**src/rtl/nmac_pkg.sv**
```systemverilog
package nmac_pkg;

  typedef enum logic [1:0] {
    CMD_HOLD   = 2'b00,
    CMD_CLEAR  = 2'b01,
    CMD_STEP   = 2'b10,
    CMD_REWIND = 2'b11
  } nmac_cmd_e;

  typedef struct packed {
    logic sum_clr;
    logic sum_add;
    logic ptr_zero;
    logic ptr_step;
  } nmac_ctl_t;

endpackage

```
**src/rtl/nmac_rst_sync.sv**
```systemverilog
module nmac_rst_sync (
  input  logic clk,
  input  logic rst_n,
  output logic srst_n
);

  logic [1:0] sync_q;
  logic [1:0] sync_d;

  always_comb begin
    sync_d = {sync_q[0], 1'b1};
  end

  always_ff @(posedge clk or negedge rst_n) begin
    if (!rst_n) begin
      sync_q <= 2'b00;
    end else begin
      sync_q <= sync_d;
    end
  end

  assign srst_n = sync_q[1];

endmodule

```
**src/rtl/nmac_cmd_dec.sv**
```systemverilog
module nmac_cmd_dec
  import nmac_pkg::*;
(
  input  logic [1:0] cmd_i,
  output nmac_ctl_t  ctl_o
);

  always_comb begin
    ctl_o = '0;
    case (nmac_cmd_e'(cmd_i))
      CMD_CLEAR: begin
        ctl_o.sum_clr  = 1'b1;
        ctl_o.ptr_zero = 1'b1;
      end
      CMD_STEP: begin
        ctl_o.sum_add  = 1'b1;
        ctl_o.ptr_step = 1'b1;
      end
      CMD_REWIND: begin
        ctl_o.ptr_zero = 1'b1;
      end
      default: ctl_o = '0;
    endcase
  end

endmodule

```
**src/rtl/nmac_addr_gen.sv**
```systemverilog
module nmac_addr_gen #(
  parameter  int DEPTH = 128,
  localparam int AW    = $clog2(DEPTH)
) (
  input  logic          clk,
  input  logic          srst_n,
  input  logic          ptr_zero_i,
  input  logic          ptr_step_i,
  output logic [AW-1:0] ptr_o
);

  localparam logic [AW-1:0] LAST = AW'(DEPTH - 1);

  logic [AW-1:0] ptr_q;
  logic [AW-1:0] ptr_d;
  logic          ptr_en;

  always_comb begin
    ptr_en = ptr_zero_i | ptr_step_i;
    if (ptr_zero_i) begin
      ptr_d = '0;
    end else if (ptr_q == LAST) begin
      ptr_d = '0;
    end else begin
      ptr_d = ptr_q + 1'b1;
    end
  end

  always_ff @(posedge clk or negedge srst_n) begin
    if (!srst_n) begin
      ptr_q <= '0;
    end else if (ptr_en) begin
      ptr_q <= ptr_d;
    end
  end

  assign ptr_o = ptr_q;

endmodule

```
**src/rtl/nmac_wstore.sv**
```systemverilog
module nmac_wstore #(
  parameter  int DEPTH    = 128,
  parameter  int WEIGHT_W = 16,
  localparam int AW       = $clog2(DEPTH)
) (
  input  logic                clk,
  input  logic                wr_en_i,
  input  logic [AW-1:0]       wr_addr_i,
  input  logic [WEIGHT_W-1:0] wr_data_i,
  input  logic [AW-1:0]       rd_addr_i,
  output logic [WEIGHT_W-1:0] rd_data_o
);

  logic [WEIGHT_W-1:0] mem_q [DEPTH];

  always_ff @(posedge clk) begin
    if (wr_en_i) begin
      mem_q[wr_addr_i] <= wr_data_i;
    end
  end

  always_comb begin
    rd_data_o = mem_q[rd_addr_i];
  end

endmodule

```
**src/rtl/nmac_mac.sv**
```systemverilog
module nmac_mac #(
  parameter  int STATE_W  = 8,
  parameter  int WEIGHT_W = 16,
  parameter  int ACC_W    = 31,
  localparam int PROD_W   = STATE_W + WEIGHT_W
) (
  input  logic                clk,
  input  logic                srst_n,
  input  logic                sum_clr_i,
  input  logic                sum_add_i,
  input  logic [STATE_W-1:0]  state_i,
  input  logic [WEIGHT_W-1:0] weight_i,
  output logic [ACC_W-1:0]    acc_o
);

  logic signed [PROD_W-1:0] prod;
  logic signed [ACC_W-1:0]  prod_ext;
  logic signed [ACC_W-1:0]  acc_q;
  logic signed [ACC_W-1:0]  acc_d;
  logic                     acc_en;

  always_comb begin
    prod     = $signed(state_i) * $signed(weight_i);
    prod_ext = ACC_W'(prod);
    acc_en   = sum_clr_i | sum_add_i;
    if (sum_clr_i) begin
      acc_d = '0;
    end else begin
      acc_d = acc_q + prod_ext;
    end
  end

  always_ff @(posedge clk or negedge srst_n) begin
    if (!srst_n) begin
      acc_q <= '0;
    end else if (acc_en) begin
      acc_q <= acc_d;
    end
  end

  assign acc_o = acc_q;

endmodule

```
**src/rtl/nmac_pe.sv**
```systemverilog
module nmac_pe
  import nmac_pkg::*;
#(
  parameter  int DEPTH    = 128,
  parameter  int STATE_W  = 8,
  parameter  int WEIGHT_W = 16,
  localparam int AW       = $clog2(DEPTH),
  localparam int ACC_W    = STATE_W + WEIGHT_W + AW
) (
  input  logic                clk,
  input  logic                rst_n,
  input  logic [1:0]          cmd_i,
  input  logic [STATE_W-1:0]  state_i,
  output logic [STATE_W-1:0]  state_o,
  output logic [ACC_W-1:0]    acc_o,
  input  logic                wr_en_i,
  input  logic [AW-1:0]       wr_addr_i,
  input  logic [WEIGHT_W-1:0] wr_data_i
);

  logic                rst_sync_n;
  nmac_ctl_t           ctl;
  logic [AW-1:0]       rd_addr;
  logic [WEIGHT_W-1:0] rd_data;
  logic [STATE_W-1:0]  fwd_q;
  logic [STATE_W-1:0]  fwd_d;

  nmac_rst_sync u_rst (
    .clk    (clk),
    .rst_n  (rst_n),
    .srst_n (rst_sync_n)
  );

  nmac_cmd_dec u_dec (
    .cmd_i (cmd_i),
    .ctl_o (ctl)
  );

  nmac_addr_gen #(.DEPTH(DEPTH)) u_agen (
    .clk        (clk),
    .srst_n     (rst_sync_n),
    .ptr_zero_i (ctl.ptr_zero),
    .ptr_step_i (ctl.ptr_step),
    .ptr_o      (rd_addr)
  );

  nmac_wstore #(.DEPTH(DEPTH), .WEIGHT_W(WEIGHT_W)) u_wst (
    .clk       (clk),
    .wr_en_i   (wr_en_i),
    .wr_addr_i (wr_addr_i),
    .wr_data_i (wr_data_i),
    .rd_addr_i (rd_addr),
    .rd_data_o (rd_data)
  );

  nmac_mac #(.STATE_W(STATE_W), .WEIGHT_W(WEIGHT_W), .ACC_W(ACC_W)) u_mac (
    .clk       (clk),
    .srst_n    (rst_sync_n),
    .sum_clr_i (ctl.sum_clr),
    .sum_add_i (ctl.sum_add),
    .state_i   (state_i),
    .weight_i  (rd_data),
    .acc_o     (acc_o)
  );

  // forward path to the right-hand neighbour
  always_comb begin
    fwd_d = state_i;
  end

  always_ff @(posedge clk or negedge rst_sync_n) begin
    if (!rst_sync_n) begin
      fwd_q <= '0;
    end else begin
      fwd_q <= fwd_d;
    end
  end

  assign state_o = fwd_q;

endmodule

```
**config.mk**
```make
export PLATFORM = sky130hd
export DESIGN_NAME = nmac_pe
export DESIGN_NICKNAME = d
export VERILOG_FILES = /design/src/rtl/nmac_pkg.sv /design/src/rtl/nmac_rst_sync.sv /design/src/rtl/nmac_cmd_dec.sv /design/src/rtl/nmac_addr_gen.sv /design/src/rtl/nmac_wstore.sv /design/src/rtl/nmac_mac.sv /design/src/rtl/nmac_pe.sv
export SDC_FILE = /design/constraint.sdc
export NUM_CORES = 2
export LEC_CHECK = 0
export CORE_MARGIN = 2
export CORE_UTILIZATION = 55
export CTS_CLUSTER_DIAMETER = 50
export CTS_CLUSTER_SIZE = 12
export DETAILED_ROUTE_END_ITERATION = 8
export GPL_ROUTABILITY_DRIVEN = 0
export PLACE_DENSITY = 0.75
export SLEW_MARGIN = 20
export SYNTH_ARGS = -nofsm -noshare
export SYNTH_HDL_FRONTEND = slang
export SYNTH_SLANG_ARGS = --single-unit
```
**constraint.sdc**
```tcl
create_clock -name clk -period 1.9 [get_ports clk]
set_clock_uncertainty 0.2 [all_clocks]
set_input_delay 0.19 -clock clk [delete_from_list [all_inputs] [get_ports clk]]
set_output_delay 0.19 -clock clk [all_outputs]
set_load 0.01 [all_outputs]
```
## Yosys cells after proc, flatten, opt, wreduce, memory -nomap -nowiden

Memory sizes are Yosys's and may differ from the RTL's.
Cells that the tools add are included.
W data, S select, Z words.

- Register bits: 48
- RAM bits: 2048
- Input port bits: 36
- Output and inout port bits: 39
- Logic and storage cells: 23
- Memories kept: 1

- Add/subtract/negate cells: 2
- Multiply operators: 1
- Equal/unequal tests: 4
- Multiplexer cells: 8
- Bitwise operators: 2
- Reduce and logical (&&, ||, !) cells: 1

Memories:

| memory | depth | bits a word | read ports | clocked after memory_dff | write ports | RTL line | RTL |
|---|---|---|---|---|---|---|---|
| u_wst.mem_q | 128 | 16 | 1 | 0 | 1 | nmac_wstore.sv:14 | `logic [WEIGHT_W-1:0] mem_q [DEPTH];` |

Operators by type and width:

| kind | count |
|---|---|
| $add A31 B24 Y31 | 1 |
| $mux W31 | 1 |
| $mul A8 B16 Y24 | 1 |
| $mux W7 | 2 |
| $add A7 B1 Y7 const B | 1 |
| $eq A7 B7 Y1 const B | 1 |
| $mux W1 | 5 |
| $eq A2 B2 Y1 const B | 2 |
| $eq A2 B1 Y1 const B | 1 |
| $or A1 B1 Y1 | 2 |
| $reduce_or A2 Y1 | 1 |

## Longest topological paths before layout

- Word-level depth: 4
- Gate-level depth with buffers: 30
- Gate-level depth less buffers: 26

## By module

Synthesis repeated with hierarchy kept, for this count alone.

- Cells, all modules: 3886
- Area total of the unflattened synthesis: 86319.0 µm²

Modules (own cells, without submodules):

| module | times used | cells an instance | area each (µm²) | sequential area each (µm²) |
|---|---|---|---|---|
| nmac_wstore | 1 | 3070 | 78202.5 | 61499.0 |
| nmac_mac | 1 | 764 | 7472.2 | 775.7 |
| nmac_addr_gen | 1 | 37 | 364.1 | 175.2 |
| nmac_pe | 1 | 8 | 200.2 | 200.2 |
| nmac_rst_sync | 1 | 3 | 53.8 | 50.0 |
| nmac_cmd_dec | 1 | 4 | 26.3 | 0.0 |

## Worst setup path before layout

Ideal clock, no wire load.

- Path kind: flip-flop to flip-flop
- Start point: reg u_agen.ptr_q[1], in the netlist u_agen.ptr_o[1]
- End point: reg u_mac.acc_q[29], in the netlist u_mac.acc_o[29]
- Setup time: 141 ps
- Data arrival time: 7579 ps
- Data required time: 1559 ps
- Slack: -6020 ps
- Stages on the path, launching flop included: 26
- Path buffers: 4
- Cells stage by stage: dfrtp_1 buf_2 buf_1 clkbuf_1 mux4_2 mux2i_1 a211oi_1 o221ai_1 a21oi_1 a21oi_2 nor2b_1 fa_1 fa_1 fa_1 fa_1 ha_1 ha_1 clkbuf_1 and4_1 and3_1 nand3_1 o311a_1 a21oi_1 a31oi_1 xor2_1 o22ai_1

- Word-level cells in the longest chain between the ends: 4

Ends and longest elaborated chain:

| item | RTL line | RTL |
|---|---|---|
| start, declared | nmac_addr_gen.sv:14 | `logic [AW-1:0] ptr_q;` |
| start signal, assigned | nmac_addr_gen.sv:33 | `ptr_q <= ptr_d;` |
| $mem_v2 Z128 W16 | -- |  |
| $mul A8 B16 Y24 | nmac_mac.sv:23 | `prod = $signed(state_i) * $signed(weight_i);` |
| $add A31 B24 Y31 | nmac_mac.sv:29 | `acc_d = acc_q + prod_ext;` |
| $mux W31 | nmac_mac.sv:26 | `if (sum_clr_i) begin` |
| end signal, assigned | nmac_mac.sv:35 | `acc_q <= '0;` |
| end signal, assigned | nmac_mac.sv:37 | `acc_q <= acc_d;` |
| end, declared | nmac_mac.sv:18 | `logic signed [ACC_W-1:0] acc_q;` |

No other way between the ends.
A chain may end at the register's enable or synchronous reset.

## Final worst setup path

- Start point: reg u_agen.ptr_q[0], in the netlist u_agen.ptr_o[0]
- End point: reg u_mac.acc_q[30], in the netlist u_mac.acc_o[30]

Same word-level chain as after synthesis.

==> impl_metrics.json <==
{
  "min_period_over_period_pct": 407,
  "clk_pin_slew_ns": 0.06,
  "status": "finished, violations left",
  "utilization_pct": 67.5,
  "clock_path_buffers": 3,
  "synth_area_mm2": 0.0863,
  "coreArea_mm2": 0.156,
  "worstSetupStartpointType": "flip-flop",
  "finalNonFillerCells": 6909,
  "netlist_top_cells_count": "2048 x edfxtp_1, 638 x mux4_2, 156 x fa_1",
  "critPathKind": "flip-flop to flip-flop",
  "placed_cell_area_mm2": 0.0976,
  "maxSlewHeadroom_pct": 45.9,
  "layout-drive-gt1-share_pct": 39.2,
  "postLayoutCellArea_mm2": 0.105,
  "ys_ff_latch": 2096,
  "critPathMaxFanout": 14,
  "syn2layout_area_growth_pct": 22.0,
  "drc": 0,
  "die_area_mm2": 0.160,
  "port_buffers": 74,
  "dp.cells": 6536,
  "hp-class": "flip-flop to async pin",
  "ys_warn_count": 0,
  "cts_tree": "yes",
  "grt_pass1_vias": 46000,
  "hpwl_um": 136000,
  "syn-num-nets": 4220,
  "overflow": 0,
  "clkPwrFrac_pct": 21.6,
  "cts_buffers": 204,
  "cp.required_ns": 2.35,
  "fin_nets": 5047,
  "drv_cap": 0,
  "p_sw_share_pct": 33.1,
  "worstPathArrival_ns": 8.19,
  "async_flop_share_pct": 2.29,
  "hold_ws_ns": 0.0634,
  "drt-total-wl_um": 222000,
  "fin_ws_ns": -5.84,
  "ir_drop_v": 0.00409,
  "cts-htree-levels": 4,
  "die_width_um": 400,
  "power_frac_seq_pct": 30.7,
  "grt_pass1_wl_um": 320000,
  "p_int_mw": 113,
  "rsz0062_at_grt": "true",
  "root_buffer": "clkbuf_16",
  "drtIter0Drc": 5748,
  "num_vias": 44400,
  "leakage_nw": 34.5,
  "dominantRegCellSynth": "edfxtp_1",
  "synth_cell_types": 60,
  "synth_area_leader_cell": "edfxtp_1",
  "p_switching_mw": 56.0,
  "cts_sinks": 2096,
  "drt-vias-per-instance": 6.43,
  "seq_area_frac_synth_pct": 72.6,
  "syn_inst": 3956,
  "fin_setup_tns_ns": -156.42,
  "cp-end-kind": "flip-flop",
  "clock_latency_ns": 0.85,
  "setup_viol": 39,
  "fmax_mhz": 129,
  "slew_violations": 0,
  "syn_avg_cell_area_um2": 21.8,
  "synth.area.top_cells": "edfxtp_1 71%, mux4_2 17%, fa_1 3.6%",
  "grt_max_degree": 129,
  "yosysMostFrequentCell": "edfxtp_1",
  "wl_per_cell_um": 32.2,
  "power_density_mw_per_mm2": 1610,
  "antenna_found_initial": 7,
  "firstDrtPassIters": 6,
  "fp.dieH_um": 400,
  "period_needed_ns": 7.74,
  "hold_viol_final": 0,
  "ant_nets": 0,
  "pwr-share-comb_pct": 47.7,
  "synth-edff-count": 2048,
  "row_count": 145,
  "worst_slew_pin_slew_ns": 0.812,
  "yosys.area.top_type_share_pct": 71.2,
  "start_util_pct": 55.3,
  "violations": "negative setup slack",
  "io_pins": 75,
  "grtUsageTotal_pct": 27.8
}
critical path, stage by stage (launching register included):
cell and delay, ns:
dfrtp_4 0.52, buf_6 0.17, buf_12 0.15, buf_16 0.17
buf_8 0.15, mux4_2 0.51, mux4_2 0.59, mux4_2 0.59
a21o_4 0.29, and2_1 0.18, fa_1 0.50, fa_1 0.56
fa_1 0.43, fa_1 0.44, ha_1 0.28, ha_1 0.32
o211ai_1 0.10, nor2_1 0.22, o2111ai_2 0.18, a21oi_2 0.28
o41ai_4 0.10, o31a_1 0.29, o2111ai_2 0.19, o221ai_1 0.13
area by class of cell:
type	count	area (um2)
fillers	9391	50700
well taps	2058	2570
clock buffers	227	5210
inverters	142	534
flip-flops and latches	2096	62700
clock inverters	42	577
repair buffers	817	9880
multi-input cells	1522	23800
diodes	5	12.5
placed cells by master, fill, tap and decap left out, types with 26 or more instances in the layout:
master         netlist  final
nor2b_1             52     48
dlygate4sd3_1        0     28
buf_4               19    428
o22ai_1             30     29
clkbuf_16            0    209
and2_1              40     38
buf_12               0    235
edfxtp_1          2048   2048
ha_1                72     58
nand2_1             71     64
buf_6                4     57
fa_1               156    149
nor2_4               0     99
dfrtp_1             48     35
mux2i_1             26     26
nand2b_1            33     31
mux4_2             638    638
inv_1              141    137
per-layer routing:
layer	vias to the layer above	global-route usage, %	wire (um)
met3	429	5.78	21200
met2	2670	44.7	110000
met5	-	0	41
met1	23500	37.7	81500
met4	6	11.5	9540
li1	17800	-	-
power by group through the flow:
stage | registers [mW] | clock network [mW] | logic [mW]
CTS | 51.9 | 36.9 | 77.1
floorplan | 52.9 | 0 | 45.5
global placement | 52.8 | 0 | 71.5
detailed placement | 52.8 | 0 | 72.7
global route | 51.9 | 38.6 | 86.8
finish | 51.9 | 36.6 | 80.6
kinds of logic (layout without fill, tap and decap cells):
family / Yosys count / after routing / synth area share, %
buffers and inverters: 338 / 1228 / 1.67
xor gates and xnor gates: 30 / 30 / 0.304
other: 1 / 6 / 0.00434
and+or+nand+nor: 405 / 405 / 2.27
DFF: 2096 / 2096 / 72.6
adders and majority gates: 228 / 228 / 4.66
AOI/OAI and AO/OA: 185 / 185 / 1.40
muxes: 673 / 673 / 17.1
per-stage QoR:
stage | setup slack [ns] | power [mW]
after detailed placement | -5.93 | 126
after global routing | -6.04 | 177
final | -5.84 | 169
after floorplan | -5.09 | 98.4
after global placement | -5.88 | 124
after CTS | -5.80 | 166
final timing paths:
path | startpoint | to | slack (ns) | cells past startpoint
worst max-delay path | u_agen.ptr_o[0] | u_mac.acc_o[30] | -5.84 | 23
worst min-delay path | u_rst.sync_q[1] | u_mac.acc_o[11] | 0.06 | 0
worst max register to register | u_agen.ptr_o[0] | u_mac.acc_o[30] | -5.84 | 23
worst min register to register | u_rst.sync_q[1] | u_mac.acc_o[11] | 0.06 | 0
max in group asynchronous | u_rst.sync_q[1] | u_agen.ptr_o[1] | 0.81 | 1
min in group clk | wr_data_i[11] | u_wst.mem_q[82][11] | 0.07 | 2
sequential cells by signal (all words and copies together), names as in the netlist:
name and flops:
u_rst.sync_q 2, u_agen.ptr_o 7, state_o 8, u_mac.acc_o 31
u_wst.mem_q 2048
timing repair:
action,4_1_cts,5_1_grt
endpoints found under the setup margin,77,58
hold endpoints to repair,2058,0
gates resized for setup,234,82
setup buffers,44,22
hold buffers,28,0
gates cloned,6,4
pin swaps,12,16
Power figures use the tool's default switching activity.
